`src/rtl/hub_arb_pkg.sv`:
```
package hub_arb_pkg;
  // Core number that owns a slot in the equal mapping used at reset.
  function automatic int unsigned equal_owner(int unsigned slot, int unsigned cores);
    return slot % cores;
  endfunction
endpackage

```
`src/rtl/hub_rst_sync.sv`:
```
module hub_rst_sync (
  input  logic clk_i,
  input  logic rst_ni,
  output logic rst_no
);
  logic [1:0] stage_q;

  always_ff @(posedge clk_i or negedge rst_ni) begin
    if (!rst_ni) stage_q <= 2'b00;
    else         stage_q <= {stage_q[0], 1'b1};
  end

  assign rst_no = stage_q[1];
endmodule

```
`src/rtl/hub_slot_counter.sv`:
```
module hub_slot_counter #(
  parameter int SLOTS = 32,
  localparam int IDX_W = $clog2(SLOTS)
) (
  input  logic             clk_i,
  input  logic             rst_ni,
  output logic [IDX_W-1:0] slot_o,
  output logic             last_o
);
  localparam logic [IDX_W-1:0] LAST = IDX_W'(SLOTS - 1);

  logic [IDX_W-1:0] slot_q, slot_d;

  always_comb begin
    if (slot_q == LAST) slot_d = '0;
    else                slot_d = slot_q + 1'b1;
  end

  always_ff @(posedge clk_i or negedge rst_ni) begin
    if (!rst_ni) slot_q <= '0;
    else         slot_q <= slot_d;
  end

  assign slot_o = slot_q;
  assign last_o = (slot_q == LAST);

  a_r2_step: assert property (@(posedge clk_i) disable iff (!rst_ni)
    (slot_q != LAST) |=> (slot_q == $past(slot_q) + 1'b1));
  a_r2_wrap: assert property (@(posedge clk_i) disable iff (!rst_ni)
    (slot_q == LAST) |=> (slot_q == '0));
endmodule

```
`src/rtl/hub_slot_table.sv`:
```
module hub_slot_table
  import hub_arb_pkg::*;
#(
  parameter int NUM_CORES = 16,
  parameter int SLOTS = 32,
  parameter int ENTRY_W = 5,
  localparam int IDX_W = $clog2(SLOTS)
) (
  input  logic               clk_i,
  input  logic               rst_ni,
  input  logic               wr_en_i,
  input  logic [IDX_W-1:0]   wr_slot_i,
  input  logic [ENTRY_W-1:0] wr_core_i,
  input  logic               rot_end_i,
  input  logic [IDX_W-1:0]   rd_slot_i,
  output logic [ENTRY_W-1:0] owner_o
);
  logic [SLOTS-1:0][ENTRY_W-1:0] stage_q, stage_d;
  logic [SLOTS-1:0][ENTRY_W-1:0] live_q, live_d;

  // Staging copy takes writes at once; live copy reloads only at wrap.
  always_comb begin
    stage_d = stage_q;
    if (wr_en_i) stage_d[wr_slot_i] = wr_core_i;
    live_d = live_q;
    if (rot_end_i) live_d = stage_d;
  end

  always_ff @(posedge clk_i or negedge rst_ni) begin
    if (!rst_ni) begin
      for (int i = 0; i < SLOTS; i++) begin
        stage_q[i] <= ENTRY_W'(equal_owner(i, NUM_CORES));
        live_q[i]  <= ENTRY_W'(equal_owner(i, NUM_CORES));
      end
    end else begin
      stage_q <= stage_d;
      live_q  <= live_d;
    end
  end

  assign owner_o = live_q[rd_slot_i];

  // the live table holds still for the whole rotation
  a_r6_live_frozen: assert property (@(posedge clk_i) disable iff (!rst_ni)
    !rot_end_i |=> $stable(live_q));
endmodule

```
`src/rtl/hub_grant_decode.sv`:
```
module hub_grant_decode #(
  parameter int NUM_CORES = 16,
  parameter int ENTRY_W = 5
) (
  input  logic [ENTRY_W-1:0]   owner_i,
  input  logic [NUM_CORES-1:0] req_i,
  output logic [NUM_CORES-1:0] grant_o
);
  logic owner_ok;
  assign owner_ok = (int'(owner_i) < NUM_CORES);

  for (genvar c = 0; c < NUM_CORES; c++) begin : g_core
    assign grant_o[c] = owner_ok && (owner_i == ENTRY_W'(c)) && req_i[c];
  end

  always_comb begin
    a_r4_single: assert ($onehot0(grant_o));
  end
endmodule

```
`src/rtl/hub_slot_arbiter.sv`:
```
module hub_slot_arbiter #(
  parameter int NUM_CORES = 16,
  parameter int SLOTS = 32,
  parameter int ENTRY_W = 5,
  localparam int IDX_W = $clog2(SLOTS)
) (
  input  logic                 clk_i,
  input  logic                 rst_ni,
  input  logic                 wr_en_i,
  input  logic [IDX_W-1:0]     wr_slot_i,
  input  logic [ENTRY_W-1:0]   wr_core_i,
  input  logic [NUM_CORES-1:0] req_i,
  output logic [NUM_CORES-1:0] grant_o,
  output logic [IDX_W-1:0]     slot_o
);
  logic               rst_n_int;
  logic               rot_end;
  logic [IDX_W-1:0]   slot;
  logic [ENTRY_W-1:0] owner;

  hub_rst_sync u_rst (
    .clk_i (clk_i),
    .rst_ni(rst_ni),
    .rst_no(rst_n_int)
  );

  hub_slot_counter #(.SLOTS(SLOTS)) u_cnt (
    .clk_i (clk_i),
    .rst_ni(rst_n_int),
    .slot_o(slot),
    .last_o(rot_end)
  );

  hub_slot_table #(
    .NUM_CORES(NUM_CORES), .SLOTS(SLOTS), .ENTRY_W(ENTRY_W)
  ) u_tbl (
    .clk_i    (clk_i),
    .rst_ni   (rst_n_int),
    .wr_en_i  (wr_en_i),
    .wr_slot_i(wr_slot_i),
    .wr_core_i(wr_core_i),
    .rot_end_i(rot_end),
    .rd_slot_i(slot),
    .owner_o  (owner)
  );

  hub_grant_decode #(.NUM_CORES(NUM_CORES), .ENTRY_W(ENTRY_W)) u_dec (
    .owner_i(owner),
    .req_i  (req_i),
    .grant_o(grant_o)
  );

  assign slot_o = slot;

  // no grant without the matching request
  a_r3_needs_req: assert property (@(posedge clk_i) disable iff (!rst_n_int)
    (grant_o & ~req_i) == '0);
  // entries beyond the core count stay empty
  a_r7_bad_owner_idle: assert property (@(posedge clk_i) disable iff (!rst_n_int)
    (int'(owner) >= NUM_CORES) |-> (grant_o == '0));
endmodule

```
`config.mk`:
```
export PLATFORM = sky130hd
export DESIGN_NAME = hub_slot_arbiter
export DESIGN_NICKNAME = d
export VERILOG_FILES = /design/src/rtl/hub_arb_pkg.sv /design/src/rtl/hub_rst_sync.sv /design/src/rtl/hub_slot_counter.sv /design/src/rtl/hub_slot_table.sv /design/src/rtl/hub_grant_decode.sv /design/src/rtl/hub_slot_arbiter.sv
export SDC_FILE = /design/constraint.sdc
export NUM_CORES = 1
export LEC_CHECK = 0
export CORE_ASPECT_RATIO = 1.2
export CORE_MARGIN = 2
export CORE_UTILIZATION = 55
export CTS_CLUSTER_SIZE = 14
export DETAILED_ROUTE_END_ITERATION = 10
export PLACE_DENSITY = 0.7
export SYNTH_ARGS = -nofsm -noshare
export SYNTH_HDL_FRONTEND = slang
export SYNTH_SLANG_ARGS = --single-unit
```
`constraint.sdc`:
```
create_clock -name clk_i -period 11.53 [get_ports clk_i]
set_input_delay 2.306 -clock clk_i [delete_from_list [all_inputs] [get_ports clk_i]]
set_output_delay 2.306 -clock clk_i [all_outputs]
set_load 0.03 [all_outputs]
```
==> results.txt <==
met1 Usage GRT -> 0.318
ratio of cells with drive above 1 in the final layout -> 0.632
CTS max path bufs -> 3
later-pin clock latency in the skew report -> 0.51 ns
FF-to-FF Start -> u_cnt.slot_o[0]
Iteration-0 DRC Markers -> 358
Crit Path Class -> register to output port
syn nets -> 866
fmax -> 149 MHz
crit path DAT -> 4.43 ns
P&R area growth vs syn -> 13.8%
Std-Cell Core Area -> 0.0247 mm2
global-route wire length before repair -> 46,600 um
register area share after synthesis -> 0.604
Yosys Warn Count -> 0
status -> finished, final reports clean
utilization after layout -> 0.637
CTS root buf -> clkbuf_16
gr ovfl total -> 0
Cell Area, Synth -> 0.0138 mm2
CTS buffer count -> 34
final net count -> 912
area of the die -> 0.0264 mm2
max-slew violation count -> 0
Clock transition at path regs -> 0.06 ns
Min-Delay Startpoint -> u_rst.stage_q[0]
critical path endpoint category -> output port
CTS tree -> yes
setup_tns -> 0 ns
routability cong. -> 0.827
Synth top area share -> 0.360
Final min period -> 6.73 ns
r2r endpoint -> u_tbl.live_q[103]
worst-path cell chain -> buf_4 -> mux4_2 -> mux4_2 -> mux2_2 -> nor3_2 -> and3_1 -> clkdlybuf4s50_1
# Post-CTS Setup Buffers -> 0
H-Tree Depth -> 2
GR Util met3 -> 0.0347
largest net degree at the start of global routing -> 89
Hold Path Stages -> 0
RSZ-0062 raised after global routing -> no
cell taking the most area after synthesis -> dfrtp_1
CP max-delay cell -> clkdlybuf4s50_1
Hold Violations, Final -> 0
Fin Clk Skew -> 0.0162 ns
met2 usage in global routing -> 0.392
clk sinks -> 327
crit-path max FO -> 35
Detailed Place HPWL -> 18,700 um
Mapped Cells -> 835
Critical Path RT -> 9.22 ns
max-cap violations -> 0
Rows -> 63
crit share post-route -> 0.584
Top-Level Pins -> 50
Syn Area/Cell -> 16.5 um2
number of global-route vias before repair -> 8,094
Starting Density -> 0.560
chip width -> 149 um
Max IR drop VDD -> 0.143 mV
Slew HR -> 0.144
Hold Buf Count CTS -> 0
Routed wire per std cell -> 23.5 um
Worst Hold Class -> register to register
ant diodes -> 0
Reg2Reg Setup Slack -> 7.28 ns
CTS resizes -> 0
Leak -> 6.69 nW
most used cell, CP -> mux4_2
IO Port Bufs -> 49
chip height -> 178 um
vias per inst -> 5.88
drc violations -> 0
Detail Route Antenna Nets -> 0
Layout fillers -> 1,760
Crit path largest cell delay -> 0.70 ns
via count -> 7,243
Synth area leaders -> dfrtp_1 (36%), mux2_2 (26%), dfstp_2 (24%)
post-synth cell types -> 24
drt first pass iters -> 4
total routed wirelength -> 28,900 um
Top Usage Layer GRT -> met2
total track usage -> 0.231
hold endpoint -> u_rst.stage_q[1]
crit path launch type -> register
Setup-failing EPs final -> 0
power per cell area -> 186 mW/mm2
post-synthesis register bit count -> 327
initial antenna violation count -> 0
Register-to-Register Path Depth -> 6
actual slew at the worst max-slew pin -> 1.28 ns
[critical path: cells and delay by family (launching register included)]
family        cells  cell delay [ns]
buf+inv           2             1.33
simple gates      2             0.47
mux               3             1.47
flops             1             0.57
[logic make-up after synthesis]
family                   count (synthesis)  share of synthesized area
flip-flops                             327                      0.604
XOR/XNOR                                 2                    0.00127
buffers and inverters                   46                     0.0139
AND/OR/NAND/NOR                         78                     0.0297
adder cells (fa/ha/maj)                  2                    0.00181
other                                    1                   0.000271
multiplexers                           379                      0.349
[placed cells by master (no fill, tap or decap), types with 5 or more instances in the layout]
master,instances
mux2_2,325
dfrtp_1,196
dfstp_2,128
mux4_2,50
clkdlybuf4s50_1,47
clkbuf_16,37
nor2_1,24
and3_1,18
nand2_1,17
clkbuf_1,11
buf_4,7
clkbuf_8,6
clkinv_2,5
[synthesized netlist by cell type]
| master | number |
|---|---|
| dfrtp_1 | 199 |
| nand3_1 | 3 |
| xor2_1 | 1 |
| dfstp_2 | 128 |
| nand3b_1 | 4 |
| nor3_2 | 4 |
| conb_1 | 1 |
| or3b_2 | 1 |
| buf_6 | 2 |
| nor3b_1 | 4 |
| nand2_1 | 17 |
| mux4_2 | 50 |
| or2_2 | 1 |
| mux2i_1 | 4 |
| buf_1 | 5 |
| and3b_1 | 1 |
| nor3_1 | 1 |
| mux2_2 | 325 |
| buf_2 | 3 |
| nor2_1 | 24 |
| and3_1 | 18 |
| clkbuf_1 | 36 |
| ha_1 | 2 |
| xnor2_1 | 1 |
[worst max path at each step]
stage	startpoint	to	slack (ns)	cells past startpoint
after floorplan	u_rst.stage_q[1]	u_cnt.slot_o[0]	1.97	0
after global placement	u_cnt.slot_o[0]	grant_o[8]	5.44	7
after detailed placement	u_cnt.slot_o[0]	grant_o[14]	5.32	7
after CTS	u_cnt.slot_o[0]	grant_o[14]	4.78	7
after global routing	u_cnt.slot_o[0]	grant_o[12]	4.56	7
final	u_cnt.slot_o[0]	grant_o[14]	4.80	7
[flip-flops by register name, summed over array words and instances (netlist names)]
name / flops
u_cnt.slot_o: 5
u_rst.stage_q: 2
u_tbl.live_q: 160
u_tbl.stage_q: 160
[where the power goes]
part | switching, W | internal [W]
clock | 0.000432 | 0.000671
combinational | 0.000146 | 0.000195
sequential | 0.0000819 | 0.00139
[routing by layer]
| metal | share of wire | vias up |
|---|---|---|
| met5 | 0 | - |
| met4 | 0.018 | 0 |
| met3 | 0.036 | 39 |
| met2 | 0.52 | 133 |
| met1 | 0.43 | 3934 |
| li1 | - | 3137 |
[layout make-up]
type / instances / area (um2) / area share
clock buffer: 54 / 1050 / 0.0667
multi-input combinational: 462 / 5300 / 0.337
tap: 325 / 407 / 0.0259
clock inverter: 8 / 93.8 / 0.00597
sequential: 327 / 8350 / 0.531
timing repair buffer: 56 / 533 / 0.0339
[per-stage QoR]
stage               setup WS [ns]  hold slack, ns  area [um2]  total power [W]  instances
floorplan                    1.97           0.331       13800          0.00172        835
global placement             5.44           0.336       14600          0.00180       1170
detailed placement           5.32           0.336       14600          0.00184       1170
CTS                          4.78           0.349       15700          0.00295       1232
global route                 4.56           0.359       15700          0.00305       1232
finish                       4.80           0.348       15700          0.00292       1232
No activity file was read; power rests on OpenSTA's default activity.
